==> src/rtl/rob_pkg.sv <==
package rob_pkg;
  typedef enum logic [1:0] {
    HEAD_IDLE   = 2'd0,
    HEAD_RETIRE = 2'd1,
    HEAD_TRAP   = 2'd2
  } head_act_e;
endpackage

==> src/rtl/rob_payload.sv <==
module rob_payload #(
  parameter int DEPTH = 32,
  parameter int WIDTH = 49,
  localparam int IDX_W = $clog2(DEPTH)
) (
  input  logic             clk,
  input  logic             we,
  input  logic [IDX_W-1:0] waddr,
  input  logic [WIDTH-1:0] wdata,
  input  logic [IDX_W-1:0] raddr,
  output logic [WIDTH-1:0] rdata
);
  logic [WIDTH-1:0] mem [DEPTH];

  always_ff @(posedge clk) begin
    if (we) mem[waddr] <= wdata;
  end

  assign rdata = mem[raddr];
endmodule

==> src/rtl/rob_flags.sv <==
module rob_flags #(
  parameter int DEPTH = 32,
  localparam int IDX_W = $clog2(DEPTH)
) (
  input  logic             clk,
  input  logic             rst,
  input  logic [IDX_W-1:0] head_idx,
  input  logic             retire,
  input  logic             clr_all,
  input  logic             squash,
  input  logic [IDX_W:0]   keep_cnt,
  input  logic             alloc_fire,
  input  logic [IDX_W-1:0] alloc_idx,
  input  logic             alloc_br,
  input  logic             cmp_fire,
  input  logic [IDX_W-1:0] cmp_idx,
  input  logic             cmp_exc,
  output logic [DEPTH-1:0] valid_q,
  output logic [DEPTH-1:0] done_q,
  output logic [DEPTH-1:0] exc_q,
  output logic [DEPTH-1:0] br_q
);
  for (genvar i = 0; i < DEPTH; i++) begin : g_slot
    logic [IDX_W-1:0] age;
    logic             keep;
    assign age  = IDX_W'(i) - head_idx;
    assign keep = {1'b0, age} < keep_cnt;

    always_ff @(posedge clk) begin
      if (rst) begin
        valid_q[i] <= 1'b0;
        done_q[i]  <= 1'b0;
        exc_q[i]   <= 1'b0;
        br_q[i]    <= 1'b0;
      end else if (clr_all) begin
        valid_q[i] <= 1'b0;
      end else begin
        if (retire && head_idx == IDX_W'(i)) valid_q[i] <= 1'b0;
        if (squash && !keep) valid_q[i] <= 1'b0;
        if (alloc_fire && alloc_idx == IDX_W'(i)) begin
          valid_q[i] <= 1'b1;
          done_q[i]  <= 1'b0;
          exc_q[i]   <= 1'b0;
          br_q[i]    <= alloc_br;
        end
        if (cmp_fire && cmp_idx == IDX_W'(i)) begin
          done_q[i] <= 1'b1;
          exc_q[i]  <= cmp_exc;
        end
      end
    end
  end

  // a trap leaves no entry behind
  p_trap_empties_r5: assert property (@(posedge clk) disable iff (rst)
    clr_all |=> valid_q == '0);

  // after a squash no more entries survive than the kept span
  p_squash_bound_r6: assert property (@(posedge clk) disable iff (rst)
    squash |=> $countones(valid_q) <= int'($past(keep_cnt)));
endmodule

==> src/rtl/rob_ctrl.sv <==
module rob_ctrl
  import rob_pkg::*;
#(
  parameter int DEPTH = 32,
  localparam int IDX_W = $clog2(DEPTH),
  localparam int PTR_W = IDX_W + 1
) (
  input  logic             clk,
  input  logic             rst,
  input  logic             alloc_valid,
  input  logic             cmp_valid,
  input  logic [IDX_W-1:0] cmp_tag,
  input  logic             cmp_mispred,
  input  logic [DEPTH-1:0] valid_q,
  input  logic [DEPTH-1:0] done_q,
  input  logic [DEPTH-1:0] exc_q,
  input  logic [DEPTH-1:0] br_q,
  output logic [IDX_W-1:0] head_idx,
  output logic [IDX_W-1:0] tail_idx,
  output logic             alloc_ready,
  output logic             alloc_fire,
  output logic             cmp_fire,
  output logic             squash,
  output logic [IDX_W:0]   keep_cnt,
  output head_act_e        head_act
);
  localparam logic [PTR_W-1:0] FULL_CNT = PTR_W'(DEPTH);

  logic [PTR_W-1:0] head_ptr, tail_ptr, count;
  logic [IDX_W-1:0] tag_age;

  assign head_idx    = head_ptr[IDX_W-1:0];
  assign tail_idx    = tail_ptr[IDX_W-1:0];
  assign count       = tail_ptr - head_ptr;
  assign alloc_ready = count != FULL_CNT;

  always_comb begin
    head_act = HEAD_IDLE;
    if (valid_q[head_idx] && done_q[head_idx])
      head_act = exc_q[head_idx] ? HEAD_TRAP : HEAD_RETIRE;
  end

  assign tag_age    = cmp_tag - head_idx;
  assign keep_cnt   = {1'b0, tag_age} + {{IDX_W{1'b0}}, 1'b1};
  assign cmp_fire   = cmp_valid && valid_q[cmp_tag] && head_act != HEAD_TRAP;
  assign squash     = cmp_fire && cmp_mispred && br_q[cmp_tag];
  assign alloc_fire = alloc_valid && alloc_ready && !squash && head_act != HEAD_TRAP;

  always_ff @(posedge clk) begin
    if (rst) begin
      head_ptr <= '0;
      tail_ptr <= '0;
    end else if (head_act == HEAD_TRAP) begin
      tail_ptr <= head_ptr;
    end else begin
      if (head_act == HEAD_RETIRE) head_ptr <= head_ptr + PTR_W'(1);
      if (squash)
        tail_ptr <= head_ptr + keep_cnt;
      else if (alloc_fire)
        tail_ptr <= tail_ptr + PTR_W'(1);
    end
  end

  // occupancy never exceeds the depth
  p_no_overflow_r3: assert property (@(posedge clk) disable iff (rst)
    count <= FULL_CNT);

  // the head moves by at most one slot per cycle
  p_head_step_r4: assert property (@(posedge clk) disable iff (rst)
    1'b1 |=> (head_ptr == $past(head_ptr)) || (head_ptr == $past(head_ptr) + PTR_W'(1)));
endmodule

==> src/rtl/rob_core.sv <==
module rob_core
  import rob_pkg::*;
#(
  parameter int DEPTH  = 32,
  parameter int LREG_W = 5,
  parameter int PREG_W = 6,
  parameter int PC_W   = 32,
  localparam int IDX_W = $clog2(DEPTH),
  localparam int PAY_W = PC_W + LREG_W + 2 * PREG_W
) (
  input  logic              clk,
  input  logic              rst,
  input  logic              alloc_valid,
  input  logic [LREG_W-1:0] alloc_lreg,
  input  logic [PREG_W-1:0] alloc_new_preg,
  input  logic [PREG_W-1:0] alloc_old_preg,
  input  logic              alloc_is_br,
  input  logic [PC_W-1:0]   alloc_pc,
  output logic              alloc_ready,
  output logic [IDX_W-1:0]  alloc_tag,
  input  logic              cmp_valid,
  input  logic [IDX_W-1:0]  cmp_tag,
  input  logic              cmp_exc,
  input  logic              cmp_mispred,
  output logic              cmt_valid,
  output logic [LREG_W-1:0] cmt_lreg,
  output logic [PREG_W-1:0] cmt_new_preg,
  output logic [PREG_W-1:0] cmt_old_preg,
  output logic              exc_valid,
  output logic [PC_W-1:0]   exc_pc
);
  logic [DEPTH-1:0] valid_q, done_q, exc_q, br_q;
  logic [IDX_W-1:0] head_idx, tail_idx;
  logic             alloc_fire, cmp_fire, squash;
  logic [IDX_W:0]   keep_cnt;
  head_act_e        head_act;
  logic [PAY_W-1:0] wr_pay, rd_pay;
  logic [PC_W-1:0]   rd_pc;
  logic [LREG_W-1:0] rd_lreg;
  logic [PREG_W-1:0] rd_new, rd_old;

  rob_ctrl #(.DEPTH(DEPTH)) u_ctrl (
    .clk(clk), .rst(rst),
    .alloc_valid(alloc_valid), .cmp_valid(cmp_valid), .cmp_tag(cmp_tag),
    .cmp_mispred(cmp_mispred),
    .valid_q(valid_q), .done_q(done_q), .exc_q(exc_q), .br_q(br_q),
    .head_idx(head_idx), .tail_idx(tail_idx), .alloc_ready(alloc_ready),
    .alloc_fire(alloc_fire), .cmp_fire(cmp_fire), .squash(squash),
    .keep_cnt(keep_cnt), .head_act(head_act)
  );

  rob_flags #(.DEPTH(DEPTH)) u_flags (
    .clk(clk), .rst(rst), .head_idx(head_idx),
    .retire(head_act == HEAD_RETIRE), .clr_all(head_act == HEAD_TRAP),
    .squash(squash), .keep_cnt(keep_cnt),
    .alloc_fire(alloc_fire), .alloc_idx(tail_idx), .alloc_br(alloc_is_br),
    .cmp_fire(cmp_fire), .cmp_idx(cmp_tag), .cmp_exc(cmp_exc),
    .valid_q(valid_q), .done_q(done_q), .exc_q(exc_q), .br_q(br_q)
  );

  assign wr_pay = {alloc_pc, alloc_lreg, alloc_new_preg, alloc_old_preg};
  assign {rd_pc, rd_lreg, rd_new, rd_old} = rd_pay;

  rob_payload #(.DEPTH(DEPTH), .WIDTH(PAY_W)) u_pay (
    .clk(clk), .we(alloc_fire), .waddr(tail_idx), .wdata(wr_pay),
    .raddr(head_idx), .rdata(rd_pay)
  );

  assign alloc_tag = tail_idx;

  always_ff @(posedge clk) begin
    if (rst) begin
      cmt_valid    <= 1'b0;
      cmt_lreg     <= '0;
      cmt_new_preg <= '0;
      cmt_old_preg <= '0;
      exc_valid    <= 1'b0;
      exc_pc       <= '0;
    end else begin
      cmt_valid <= head_act == HEAD_RETIRE;
      exc_valid <= head_act == HEAD_TRAP;
      if (head_act == HEAD_RETIRE) begin
        cmt_lreg     <= rd_lreg;
        cmt_new_preg <= rd_new;
        cmt_old_preg <= rd_old;
      end
      if (head_act == HEAD_TRAP) exc_pc <= rd_pc;
    end
  end

  // a cycle either retires or traps, never both
  p_commit_trap_excl_r4: assert property (@(posedge clk) disable iff (rst)
    !(cmt_valid && exc_valid));

  // a trap pulse lasts one cycle
  p_trap_pulse_r5: assert property (@(posedge clk) disable iff (rst)
    exc_valid |=> !exc_valid);
endmodule

==> config.mk <==
export PLATFORM = sky130hd
export DESIGN_NAME = rob_core
export DESIGN_NICKNAME = d
export VERILOG_FILES = /design/src/rtl/rob_pkg.sv /design/src/rtl/rob_payload.sv /design/src/rtl/rob_flags.sv /design/src/rtl/rob_ctrl.sv /design/src/rtl/rob_core.sv
export SDC_FILE = /design/constraint.sdc
export NUM_CORES = 2
export LEC_CHECK = 0
export BUFFER_PORTS_ARGS = -buffer_cell sky130_fd_sc_hd__buf_2
export CAP_MARGIN = 10
export CORE_ASPECT_RATIO = 1.5
export CORE_MARGIN = 1
export CORE_UTILIZATION = 60
export CTS_BUF_LIST = sky130_fd_sc_hd__clkbuf_8
export CTS_CLUSTER_SIZE = 40
export DETAILED_ROUTE_END_ITERATION = 10
export PLACE_DENSITY_LB_ADDON = 0.12
export SLEW_MARGIN = 20
export SYNTH_ARGS = -nofsm -noshare
export SYNTH_HDL_FRONTEND = slang
export SYNTH_SLANG_ARGS = --single-unit
==> constraint.sdc <==
create_clock -name clk -period 13.9 [get_ports clk]
set_input_delay 2.78 -clock clk [delete_from_list [all_inputs] [get_ports clk]]
set_output_delay 2.78 -clock clk [all_outputs]
set_load 0.02 [all_outputs]
==> results.cfg <==
[grt]
grt_pass1_vias = 37500
grt_pass1_wl_um = 258000
grt_usage_pct = 30.9
grt_max_degree = 107
antenna_found_initial = 9
overflow = 0

[floorplanning]
initial_core_util_pct = 60.7
row_count = 153
core_area_um2 = 116000
die_w_um = 282
die_area_um2 = 119000
io_pins = 118
fp.dieH_um = 422

[worst_setup_path]
slowest_delay_ns = 0.65
critPathArrivalTime_ns = 3.76
cpMostUsedCell = buf_4
startpoint_type = register
crit_required_ns = 11.12
critPathKind = register to output port
path_max_fanout = 21
worstSetupEndpointType = output port
slowest_stage = clkinv_1
path_cells = buf_4, clkinv_1, ha_1, a21oi_1, o211ai_1, nor3_1, o21ai_0, buf_4, buf_2

[clock_tree]
ctsLongestPathBuffers = 3
clk_pin_slew_ns = 0.08
numCtsBuffers = 240
cts-resized-gates = 0
ctsHoldBuffers = 0
root_buffer = clkbuf_8
clock_sinks = 1764
clk_latency_ns = 0.96
post-cts-setup-buffer-count = 0
cts_tree = yes
cts_htree_levels = 4

[route]
drtIter0Drc = 3423
vias_per_cell = 6.61
postRouteAntennaNets = 0
totalWireLength_um = 179000
first_pass_iters = 5
num_vias = 36200
wire_per_inst_um = 32.7
drc_errors = 0

[timing]
rsz0062_at_grt = false
period_needed_ns = 6.54
slew_viol_final = 0
finalSetupTns_ns = 0
fmax_ghz = 0.153
slew-limit-headroom_pct = 22.3
finalCritPeriodShare_pct = 47.1
tightest_slew_ns = 1.16
hold_viol = 0
setup_viol = 0
hold_ws_ns = 0.478
skew_ns = 0.0549

[power]
p_leak_nw = 24.0
ir_drop_uv = 105
cellPowerDensity_nw_per_um2 = 128

[synth]
synth_edf_count = 1568
synth_top_cell_by_area = edfxtp_1
async_reset_ff_share_pct = 0
synth_seq_cells = 1764
yosysWarnings = 0
synth_top_area_share_pct = 66.6
postSynthAreaPerCell_um2 = 20.1
syn_inst = 3512
yosys-top-cells-area = edfxtp_1, mux4_2, dfxtp_1
synth_cell_types = 74
syn-num-nets = 3634
yosysSeqAreaShare_pct = 72.2
ys.flop_type = edfxtp_1
synth_area_um2 = 70700

[placed_design]
place_area_um2 = 72900
dp.final_hpwl_um = 101000
routabilityCongestion = 0.932
numPortBuffers = 117

[run]
maxCapViolations = 0

[layout]
final_util_pct = 66.6
area_growth_syn_to_layout_pct = 9.61
drive_gt1_share_pct = 27.2
final_area_um2 = 77500
layout_common_cells = edfxtp_1, mux4_2, clkbuf_8
layout.nets = 3836
mostFrequentLayoutCell = edfxtp_1

[min_path]
hp-class = register to register

[run_status]
outcome = completed
==> cell families after synthesis <==
logic type                 after synthesis  share of synthesized area (%)
adders and majority gates               99                           1.65
xor gates and xnor gates                55                          0.682
DFF                                   1764                           72.2
and+or+nand+nor                        439                           3.38
buffers and inverters                  276                           1.66
muxes                                  625                           18.0
AOI/OAI and AO/OA                      254                           2.49
==> sequential cells by signal, indices dropped and copies added (netlist names), 32 cells and up, named ones only <==
register,flops
u_pay.mem,1568
exc_pc,32
u_flags.br_q,32
u_flags.done_q,32
u_flags.exc_q,32
u_flags.valid_q,32
==> power breakdown <==
part,internal (mW),switching [mW]
logic,0.0902,0.229
clock network,1.87,1.89
registers,5.81,0.0154
total,7.78,2.14
==> critical path, delay by kind of cell (launching register included) <==
family                   cells  cell delay [ns]
flip-flops                   1             0.31
buffers and inverters        4             1.40
AND/OR/NAND/NOR              1             0.21
adder cells (fa/ha/maj)      1             0.49
AO/OA/AOI/OAI                3             0.40
==> cells in the mapped netlist, types with 4 or more instances <==
library cell and number:
ha_1 58, edfxtp_1 1568, nand2_1 90, dfxtp_1 196, buf_1 43, o21a_1 18
buf_4 13, o22ai_1 7, nor4_4 10, o221ai_1 17, o211ai_1 10, o221a_2 4
nor3_4 4, nand4_1 13, a211oi_1 55, clkbuf_1 132, nand2b_1 9, xnor2_1 43
inv_1 43, maj3_1 38, buf_6 4, mux4_2 514, o21ai_0 19, nor3_1 20
xor2_1 12, nand3b_1 27, o21ai_1 6, nor4_1 5, o2111ai_1 8, nor2_1 131
a21o_1 6, mux2i_1 108, a21oi_1 70, and4_1 6, inv_2 8, or3_1 10
nor2b_1 31, and3_1 6, o32ai_1 9, nand3_1 59, buf_2 29
==> metal layers <==
layer	up-vias	wire [µm]	part of all wire (%)	track usage (%)
li1	14900	-	-	-
met1	19100	64700	36	38.9
met5	-	23	0.013	0
met2	1658	92300	52	51.8
met4	4	9950	5.6	15.9
met3	423	11700	6.5	5.09
==> through the flow <==
stage,power (mW),setup WS (ns),instances
detailed placement,6.26,6.65,5021
CTS,9.97,7.29,5464
global placement,6.24,6.63,5021
floorplan,6.10,6.27,3512
finish,9.91,7.36,5470
global route,10.2,7.25,5467
==> area by class of cell <==
| cell class | instances | area (µm²) |
|---|---|---|
| antenna | 5 | 12.5 |
| clock inverter | 189 | 1070 |
| fill | 7795 | 38900 |
| tap | 1550 | 1940 |
| sequential | 1764 | 51000 |
| multi-input combinational | 1472 | 18600 |
| clock buffer | 254 | 3500 |
| timing repair buffer | 183 | 1130 |
| inverter | 53 | 229 |
==> final timing paths <==
check | start | to | slack, ns | cells after the start
worst max-delay path | u_ctrl.head_ptr[3] | alloc_ready | 7.36 | 9
worst max register to register | u_ctrl.head_ptr[1] | u_flags.exc_q[25] | 8.67 | 13
worst min register to register | u_flags.done_q[31] | u_flags.done_q[31] | 0.48 | 2
worst min-delay path | u_flags.done_q[31] | u_flags.done_q[31] | 0.48 | 2
(Power assumes the default switching activity.)
